File: config.mk
export PLATFORM = sky130hd
export DESIGN_NAME = pio_cycle_timer
export DESIGN_NICKNAME = d
export VERILOG_FILES = /design/src/rtl/pio_timing_pkg.sv /design/src/rtl/pio_timing_regs.sv /design/src/rtl/pio_timing_select.sv /design/src/rtl/pio_phase_seq.sv /design/src/rtl/pio_cycle_timer.sv
export SDC_FILE = /design/constraint.sdc
export NUM_CORES = 1
export LEC_CHECK = 0
export ABC_AREA = 1
export BUFFER_PORTS_ARGS = -buffer_cell sky130_fd_sc_hd__buf_4
export CORE_MARGIN = 4
export CORE_UTILIZATION = 40
export CTS_BUF_LIST = sky130_fd_sc_hd__clkbuf_4 sky130_fd_sc_hd__clkbuf_8 sky130_fd_sc_hd__clkbuf_16
export DETAILED_ROUTE_END_ITERATION = 10
export SLEW_MARGIN = 20
export SYNTH_ARGS = -nofsm -noshare
export SYNTH_HDL_FRONTEND = slang
export SYNTH_HIERARCHICAL = 1
export SYNTH_SLANG_ARGS = --single-unit
File: constraint.sdc
create_clock -name clk -period 2.53 [get_ports clk]
set_input_delay 0.506 -clock clk [delete_from_list [all_inputs] [get_ports clk]]
set_output_delay 0.506 -clock clk [all_outputs]
set_load 0.02 [all_outputs]
File: src/rtl/pio_timing_pkg.sv
package pio_timing_pkg;

    localparam int BYTE_W      = 8;
    localparam int NIB_W       = 4;
    localparam int CNT_W       = 5;
    localparam int DRV_PER_CH  = 2;
    localparam int NUM_CH      = 2;
    localparam int NUM_DRV     = DRV_PER_CH * NUM_CH;
    localparam int NUM_SETUP   = DRV_PER_CH + 1;
    localparam int ADDR_W      = 3;
    localparam int MAX_PHASE   = 16;

    localparam logic [BYTE_W-1:0] TIMING_RST = 8'h3F;
    localparam logic [BYTE_W-1:0] SETUP_RST  = 8'h40;

    typedef enum logic [2:0] {
        PH_IDLE,
        PH_SETUP,
        PH_ACTIVE,
        PH_RECOV,
        PH_DONE
    } phase_e;

    typedef struct packed {
        logic [CNT_W-1:0] setup;
        logic [CNT_W-1:0] active;
        logic [CNT_W-1:0] recov;
    } cyc_cnt_t;

    function automatic logic [CNT_W-1:0] dec_active(input logic [NIB_W-1:0] nib);
        if (nib == '0) return CNT_W'(MAX_PHASE);
        return CNT_W'(nib);
    endfunction

    function automatic logic [CNT_W-1:0] dec_recov(input logic [NIB_W-1:0] nib);
        if (nib == '0)   return CNT_W'(MAX_PHASE);
        if (nib == '1)   return CNT_W'(1);
        return CNT_W'(nib) + CNT_W'(1);
    endfunction

    function automatic logic [CNT_W-1:0] dec_setup(input logic [1:0] code);
        case (code)
            2'b01:   return CNT_W'(2);
            2'b10:   return CNT_W'(3);
            2'b00:   return CNT_W'(4);
            default: return CNT_W'(5);
        endcase
    endfunction

endpackage

File: src/rtl/pio_timing_regs.sv
module pio_timing_regs
    import pio_timing_pkg::*;
#(
    parameter int N_DRV = NUM_DRV,
    parameter int A_W   = ADDR_W
) (
    input  logic                  clk,
    input  logic                  rst,
    input  logic                  reg_wr,
    input  logic [A_W-1:0]        reg_addr,
    input  logic [BYTE_W-1:0]     reg_wdata,
    output logic [BYTE_W-1:0]     reg_rdata,
    output logic [BYTE_W-1:0]     timing_bytes [N_DRV],
    output logic [1:0]            setup_codes  [NUM_SETUP]
);

    localparam int SETUP_BASE = N_DRV;

    logic [BYTE_W-1:0] timing_q [N_DRV];
    logic [BYTE_W-1:0] setup_q  [NUM_SETUP];

    for (genvar g = 0; g < N_DRV; g++) begin : g_timing
        always_ff @(posedge clk) begin
            if (rst)
                timing_q[g] <= TIMING_RST;
            else if (reg_wr && reg_addr == A_W'(g))
                timing_q[g] <= reg_wdata;
        end
        assign timing_bytes[g] = timing_q[g];
    end

    for (genvar g = 0; g < NUM_SETUP; g++) begin : g_setup
        always_ff @(posedge clk) begin
            if (rst)
                setup_q[g] <= SETUP_RST;
            else if (reg_wr && reg_addr == A_W'(SETUP_BASE + g))
                setup_q[g] <= reg_wdata;
        end
        assign setup_codes[g] = setup_q[g][7:6];
    end

    always_comb begin
        reg_rdata = '0;
        for (int i = 0; i < N_DRV; i++)
            if (reg_addr == A_W'(i)) reg_rdata = timing_q[i];
        for (int i = 0; i < NUM_SETUP; i++)
            if (reg_addr == A_W'(SETUP_BASE + i)) reg_rdata = setup_q[i];
    end

endmodule

File: src/rtl/pio_timing_select.sv
module pio_timing_select
    import pio_timing_pkg::*;
#(
    parameter int N_DRV = NUM_DRV,
    localparam int DRV_W = $clog2(N_DRV)
) (
    input  logic [DRV_W-1:0]  drive,
    input  logic [BYTE_W-1:0] timing_bytes [N_DRV],
    input  logic [1:0]        setup_codes  [NUM_SETUP],
    output cyc_cnt_t          cnt
);

    logic [CNT_W-1:0] setup_len [NUM_SETUP];
    logic [CNT_W-1:0] primary_len;
    logic [BYTE_W-1:0] tbyte;

    for (genvar g = 0; g < NUM_SETUP; g++) begin : g_dec
        assign setup_len[g] = dec_setup(setup_codes[g]);
    end

    // Primary channel: slower of the two per-drive setup lengths.
    always_comb begin
        primary_len = setup_len[0];
        for (int i = 1; i < DRV_PER_CH; i++)
            if (setup_len[i] > primary_len) primary_len = setup_len[i];
    end

    assign tbyte      = timing_bytes[drive];
    assign cnt.setup  = drive[DRV_W-1] ? setup_len[NUM_SETUP-1] : primary_len;
    assign cnt.active = dec_active(tbyte[7:4]);
    assign cnt.recov  = dec_recov(tbyte[3:0]);

endmodule

File: src/rtl/pio_phase_seq.sv
module pio_phase_seq
    import pio_timing_pkg::*;
(
    input  logic     clk,
    input  logic     rst,
    input  logic     req_valid,
    input  logic     req_write,
    input  cyc_cnt_t cnt_in,
    output logic     req_ready,
    output logic     rd_stb,
    output logic     wr_stb,
    output logic     cyc_done
);

    phase_e           phase_q;
    logic [CNT_W-1:0] left_q;
    logic [CNT_W-1:0] act_q;
    logic [CNT_W-1:0] rec_q;
    logic             dir_q;
    logic             last;

    assign last = (left_q == '0);

    always_ff @(posedge clk) begin
        if (rst) begin
            phase_q <= PH_IDLE;
            left_q  <= '0;
            act_q   <= '0;
            rec_q   <= '0;
            dir_q   <= 1'b0;
        end else begin
            case (phase_q)
                PH_IDLE: if (req_valid) begin
                    act_q   <= cnt_in.active;
                    rec_q   <= cnt_in.recov;
                    dir_q   <= req_write;
                    left_q  <= cnt_in.setup - CNT_W'(1);
                    phase_q <= PH_SETUP;
                end
                PH_SETUP: if (last) begin
                    left_q  <= act_q - CNT_W'(1);
                    phase_q <= PH_ACTIVE;
                end else begin
                    left_q <= left_q - CNT_W'(1);
                end
                PH_ACTIVE: if (last) begin
                    left_q  <= rec_q - CNT_W'(1);
                    phase_q <= PH_RECOV;
                end else begin
                    left_q <= left_q - CNT_W'(1);
                end
                PH_RECOV: if (last) begin
                    phase_q <= PH_DONE;
                end else begin
                    left_q <= left_q - CNT_W'(1);
                end
                default: phase_q <= PH_IDLE;
            endcase
        end
    end

    assign req_ready = (phase_q == PH_IDLE);
    assign rd_stb    = (phase_q == PH_ACTIVE) && !dir_q;
    assign wr_stb    = (phase_q == PH_ACTIVE) &&  dir_q;
    assign cyc_done  = (phase_q == PH_DONE);

endmodule

File: src/rtl/pio_cycle_timer.sv
module pio_cycle_timer
    import pio_timing_pkg::*;
(
    input  logic              clk,
    input  logic              rst,
    input  logic              req_valid,
    input  logic [1:0]        req_drive,
    input  logic              req_write,
    output logic              req_ready,
    output logic              rd_stb,
    output logic              wr_stb,
    output logic              cyc_done,
    input  logic              reg_wr,
    input  logic [ADDR_W-1:0] reg_addr,
    input  logic [BYTE_W-1:0] reg_wdata,
    output logic [BYTE_W-1:0] reg_rdata
);

    logic [BYTE_W-1:0] timing_bytes [NUM_DRV];
    logic [1:0]        setup_codes  [NUM_SETUP];
    cyc_cnt_t          sel_cnt;

    pio_timing_regs #(.N_DRV(NUM_DRV), .A_W(ADDR_W)) u_regs (
        .clk          (clk),
        .rst          (rst),
        .reg_wr       (reg_wr),
        .reg_addr     (reg_addr),
        .reg_wdata    (reg_wdata),
        .reg_rdata    (reg_rdata),
        .timing_bytes (timing_bytes),
        .setup_codes  (setup_codes)
    );

    pio_timing_select #(.N_DRV(NUM_DRV)) u_sel (
        .drive        (req_drive),
        .timing_bytes (timing_bytes),
        .setup_codes  (setup_codes),
        .cnt          (sel_cnt)
    );

    pio_phase_seq u_seq (
        .clk       (clk),
        .rst       (rst),
        .req_valid (req_valid),
        .req_write (req_write),
        .cnt_in    (sel_cnt),
        .req_ready (req_ready),
        .rd_stb    (rd_stb),
        .wr_stb    (wr_stb),
        .cyc_done  (cyc_done)
    );

endmodule

=== Word level (Yosys, flattened, before mapping) ===
Memory sizes are Yosys's and may differ from the RTL's.
Index checks and enable logic that the tools add are counted.

* Register bits: 19
* Bits in writable memories: 56
* Input port bits: 18
* Output and inout bits: 12
* Word-level logic and storage cells: 131
* Memories: 2

* $add $sub $neg: 5
* $lt $le $gt $ge: 2
* Eq/ne operators: 22
* Multiplexer cells: 65
* Bitwise operators: 8
* Reductions and logical operators: 22

{| class="wikitable"
|+ Memories
! name !! words !! width !! rd ports !! clocked after Yosys merged registers in !! write ports !! RTL line !! source
|-
| u_regs.timing_q || 4 || 8 || 4 || 0 || 4 || pio_timing_regs.sv:19 || <nowiki>logic [BYTE_W-1:0] timing_q [N_DRV];</nowiki>
|-
| u_regs.setup_q || 3 || 8 || 3 || 0 || 3 || pio_timing_regs.sv:20 || <nowiki>logic [BYTE_W-1:0] setup_q [NUM_SETUP];</nowiki>
|}

{| class="wikitable"
|+ Operator list
! operator !! count
|-
| $mux W8 || 16
|-
| $mux W5 || 10
|-
| $mux W1 || 27
|-
| $pmux W3 S3 || 3
|-
| $pmux W5 S4 || 1
|-
| $mux W3 || 6
|-
| $bmux W8 S2 || 1
|-
| $sub A5 B1 Y5 const B || 3
|-
| $eq A3 B2 Y1 const B || 4
|-
| $eq A3 B3 Y1 const B || 4
|-
| $pmux W3 S4 || 1
|-
| $logic_and A1 B1 Y1 || 9
|-
| $logic_not A4 Y1 || 2
|-
| $or A1 B1 Y1 || 7
|-
| $eq A2 B1 Y1 const B || 3
|-
| $eq A2 B2 Y1 const B || 3
|-
| $eq A3 B1 Y1 const B || 2
|-
| $logic_not A2 Y1 || 3
|-
| $logic_not A3 Y1 || 2
|-
| $ne A2 B1 Y1 const B || 3
|-
| $add A4 B1 Y5 const B || 1
|-
| $logic_not A5 Y1 || 1
|-
| $eq A4 B4 Y1 const B || 1
|-
| $ne A2 B2 Y1 const B || 2
|-
| other kinds (9) || 9
|}

=== Longest topological paths before layout ===
* Depth in word-level cells: 9
* Depth in mapped cells: 21
* Depth with buffers taken out: 20

=== By module ===
Netlist, hierarchy kept.

{| class="wikitable"
|+ By module, submodules not included
! module !! instances !! cells an instance !! area an instance (um^2) !! seq. area each (um^2)
|-
| pio_timing_regs || 1 || 259 || 2,623.8 || 1,681.6
|-
| pio_phase_seq || 1 || 193 || 1,199.9 || 380.4
|-
| pio_timing_select || 1 || 139 || 778.2 || 0.0
|}

=== Least setup slack after synthesis ===
Ideal clock, no wire load.

* Kind: flip-flop to flip-flop
* Start: memory u_regs.setup_q[0][7]
* End: register u_seq.left_q[4]
* Library setup time: 0.119 ns
* Arrival time: 2.427 ns
* Required time: 2.411 ns
* Slack: -0.016 ns
* Stages on the path, launching flop included: 21
* Path buffers: 1
* Period minus slack after synthesis: 2.546 ns
* Cell sequence: edfxtp_1 -> buf_4 -> ha_1 -> inv_1 -> ha_1 -> nand2_1 -> o21ai_0 -> nand2_1 -> nand2_1 -> nand2_1 -> nand2_1 -> nand2_1 -> inv_1 -> inv_1 -> ha_1 -> inv_1 -> nor2_1 -> a21oi_1 -> nor2_1 -> a21oi_1 -> a21oi_1

{| class="wikitable"
|+ RTL lines
! item !! RTL line !! source
|-
| from (decl) || pio_timing_regs.sv:20 ||
|-
| to (signal assigned) || pio_phase_seq.sv:37 || <nowiki>left_q <= cnt_in.setup - CNT_W'(1);</nowiki>
|-
| to (signal assigned) || pio_phase_seq.sv:41 || <nowiki>left_q <= act_q - CNT_W'(1);</nowiki>
|-
| to (signal assigned) || pio_phase_seq.sv:44 || <nowiki>left_q <= left_q - CNT_W'(1);</nowiki>
|-
| to (decl) || pio_phase_seq.sv:16 || <nowiki>logic [CNT_W-1:0] left_q;</nowiki>
|}

==> impl_metrics.csv <==
group,metric,value,unit
worst_setup_path,crit_arrival,2.71,ns
clocking,cts_buffers,9,
floorplan,initial_core_util,41.7,%
synth,netlist_instances,591,
timing,fin_crit_sh,98.5,%
floorplan,fp.coreArea,0.0110,mm^2
global_routing,antenna_found_initial,0,
synth,synth.top_cell.area_share,36.5,%
finish,drive_above_1_share,20.0,%
min_path,min_to,"u_seq/left_q[2]",
worst_setup_path,crit_chain,"ha_4, inv_2, ha_4, a21oi_2, o21ai_4, buf_4, nand3_1, nand3_1, nand2_1, inv_2, ha_4, inv_4, nor2_4, a21oi_2, nor2_1, a21oi_1, a21oi_1",
worst_setup_path,crit_family,"adder cells",
worst_setup_path,r2r.worst_path.cells,17,
worst_setup_path,cpMostUsedCell,"ha_4",
synth,synthFlopType,"edfxtp_1",
outcome,status,"completed",
floorplan,rows,38,
synth,async_flop_share,0,%
flow_run,drv_cap,0,
timing,drv_slew,0,
pwr,peakVddDrop,544,uV
floorplan,dieWidth,115,um
floorplan,dieArea,0.0133,mm^2
worst_setup_path,rrSetupSlack,0.04,ns
detailed_routing,via_per_inst,5.16,
placement,port-buffer-count,29,
clocking,htreeDepth,3,
timing,rsz0062_at_grt,"yes",
clocking,clkLatencyLatePin,0.33,ns
synth,ys_types,35,
pwr,p_leak,2.37,nW
finish,diodes,0,
worst_setup_path,cp.depth,17,
finish,fillCellCount,1079,
synth,avgSynthCellArea,7.79,um^2
finish,nets,658,
placement,place_congestion,0.848,
timing,final_hold_viol_count,0,
worst_setup_path,cp_num_buf_inv,4,
placement,dp.cells,749,
min_path,holdCritPathClass,"in -> reg",
placement,preCtsSetupSlack,-0.0801,ns
worst_setup_path,slowest_delay,0.43,ns
clocking,cts_tree,"yes",
worst_setup_path,worstSetupStartpointType,"register",
finish,fin_cells,770,
worst_setup_path,path_class,"reg -> reg",
finish,syn2layout_area_growth,16.8,%
finish,seq_area,0.00206,mm^2
worst_setup_path,required,2.75,ns
global_routing,globalRouteOverflowTotal,0,
clocking,clkSlewWorstSetupHoldPaths,0.06,ns
finish,final_core_util,48.7,%
synth,synth.area.top_cells,"edfxtp_1 37%, nand2_1 12%, dfxtp_1 8.3%, inv_1 6.0%, nand3_1 6.0%",
synth,synth_seq_cells,75,
global_routing,grt_pass1_vias,3917,
detailed_routing,drt-total-wl,11200,um
floorplan,die_h,115,um
detailed_routing,drtIter0Drc,249,
floorplan,io_pins,30,
placement,hpwl,8230,um
timing,final-setup-viol-count,0,
global_routing,grt_pass1_wl,18700,um
min_path,min_from,"rst",
clocking,clockRootBuffer,"clkbuf_16",
clocking,clockBufferDepth,2,
timing,clock_skew,0.0111,ns
worst_setup_path,cp-end-kind,"register",
timing,fmax,401,MHz
timing,layout_setup_ws,0.0392,ns
detailed_routing,postRouteAntennaNets,0,
detailed_routing,vias,3974,
timing,period_needed,2.49,ns
worst_setup_path,r2r_end,"u_seq/left_q[4]",
min_path,hold_depth,2,
timing,slew_headroom,59.4,%
global_routing,track_usage,18.0,%
global_routing,grt_max_degree,23,
worst_setup_path,r2r_start,"u_regs/setup_q[0][7]",
worst_setup_path,crit_path_top_delay_cell,"edfxtp_1",
synth,yosysTopAreaCell,"edfxtp_1",
synth,synth_edf_count,56,
clocking,hold_buffers,0,
pwr,p_per_area,802,mW/mm^2
worst_setup_path,critPathMaxFanout,4,
synth,yosysSeqAreaShare,44.8,%
synth,ys_warn_count,6,
detailed_routing,drc,0,
clocking,cts_sinks,75,
detailed_routing,first_pass_iters,5,
finish,multi_input_area,0.00218,mm^2
timing,worst_pin_slew,0.608,ns
synth,syn_area,0.00460,mm^2
detailed_routing,routedWlPerCell,14.6,um
[final cells by class]
| class | count | area share [%] |
|---|---|---|
| Clock inverter | 6 | 1.35 |
| Inverter | 82 | 5.77 |
| Timing Repair Buffer | 46 | 6.42 |
| Sequential cell | 75 | 38.4 |
| Clock buffer | 10 | 4.33 |
| Multi-Input combinational cell | 411 | 40.5 |
| Tap cell | 140 | 3.26 |
[per-layer routing]
| metal | up-vias | share of wire, % | GRT usage (%) |
|---|---|---|---|
| li1 | 2006 | - | - |
| met1 | 1853 | 43 | 22.6 |
| met2 | 100 | 50 | 30.9 |
| met3 | 15 | 5.1 | 4.11 |
| met4 | 0 | 1.8 | 5.40 |
| met5 | - | 0 | 0 |
[through the flow]
step / TNS [ns] / area, um^2 / total power, mW / hold slack (ns)
after floorplan: 0 / 4610 / 2.58 / 0.444
after global placement: 0 / 4920 / 2.88 / 0.459
after detailed placement: -0.119 / 4920 / 2.91 / 0.469
after CTS: 0 / 5290 / 4.25 / 0.457
after global routing: -0.318 / 5380 / 4.61 / 0.476
final: 0 / 5380 / 4.31 / 0.463
[repair_timing]
action / CTS / global route
pin swaps: 7 / 13
hold endpoints to repair: 0 / 0
endpoints found under the setup margin: 2 / 4
buffers inserted: 0 / 5
resized for setup: 9 / 18
[power by group]
part	total [mW]	internal, mW	switching (mW)
clock network	1.31	0.785	0.522
registers	1.59	1.48	0.108
logic	1.41	0.530	0.882
total	4.31	2.80	1.51
[worst max-delay path by stage]
stage / startpoint / to
floorplan: u_regs/setup_q[0][7] / u_seq/left_q[4]
finish: u_regs/setup_q[0][7] / u_seq/left_q[4]
global placement: u_regs/setup_q[0][7] / u_seq/left_q[4]
CTS: u_regs/setup_q[0][7] / u_seq/left_q[4]
global route: u_regs/setup_q[0][7] / u_seq/left_q[4]
detailed placement: u_regs/setup_q[0][7] / u_seq/left_q[4]
[registers in the layout, indices dropped and copies added, names as in the netlist]
signal           cells
u_seq/left_q         5
u_seq/act_q          5
u_seq/phase_q        3
u_regs/timing_q     32
u_regs/setup_q      24
u_seq/dir_q          1
u_seq/rec_q          5
[synthesized netlist by cell type (2+ instances only)]
| cell type | n |
|---|---|
| edfxtp_1 | 56 |
| a21oi_1 | 23 |
| nor2_2 | 4 |
| nor2_1 | 70 |
| nand4_1 | 32 |
| o21ai_0 | 22 |
| buf_2 | 8 |
| xor2_1 | 2 |
| nand2_4 | 2 |
| o21ai_1 | 3 |
| inv_2 | 8 |
| nor3_4 | 2 |
| nand3_1 | 55 |
| dfxtp_1 | 19 |
| ha_1 | 15 |
| buf_6 | 4 |
| inv_1 | 74 |
| nor3_2 | 3 |
| nand3_2 | 4 |
| nand2_2 | 13 |
| clkbuf_1 | 2 |
| nor3_1 | 8 |
| buf_4 | 8 |
| nand2_1 | 143 |
[logic make-up (layout without fill, tap and decap cells)]
logic type / after synthesis / count (layout) / synth area share [%]
XOR/XNOR: 2 / 2 / 0.381
AO/OA/AOI/OAI: 51 / 51 / 5.76
AND/OR/NAND/NOR: 341 / 341 / 34.5
adder cells (fa/ha/maj): 15 / 15 / 4.08
buffers and inverters: 106 / 144 / 10.4
other: 1 / 2 / 0.0815
flip-flops: 75 / 75 / 44.8
[cell usage in the layout (no fill, tap or decap), drive strengths merged]
cell type and n:
nand2 158, inv 84, nor2 75, nand3 59, edfxtp 56, buf 46
nand4 32, o21ai 26, a21oi 24, dfxtp 19, ha 15, nor3 13
clkbuf 10, or2 3, clkinv 2, conb 2, xor2 2, bufinv 1
clkinvlp 1, nand3b 1, a211oi 1
Note: power is estimated with default switching activity, not from simulation.
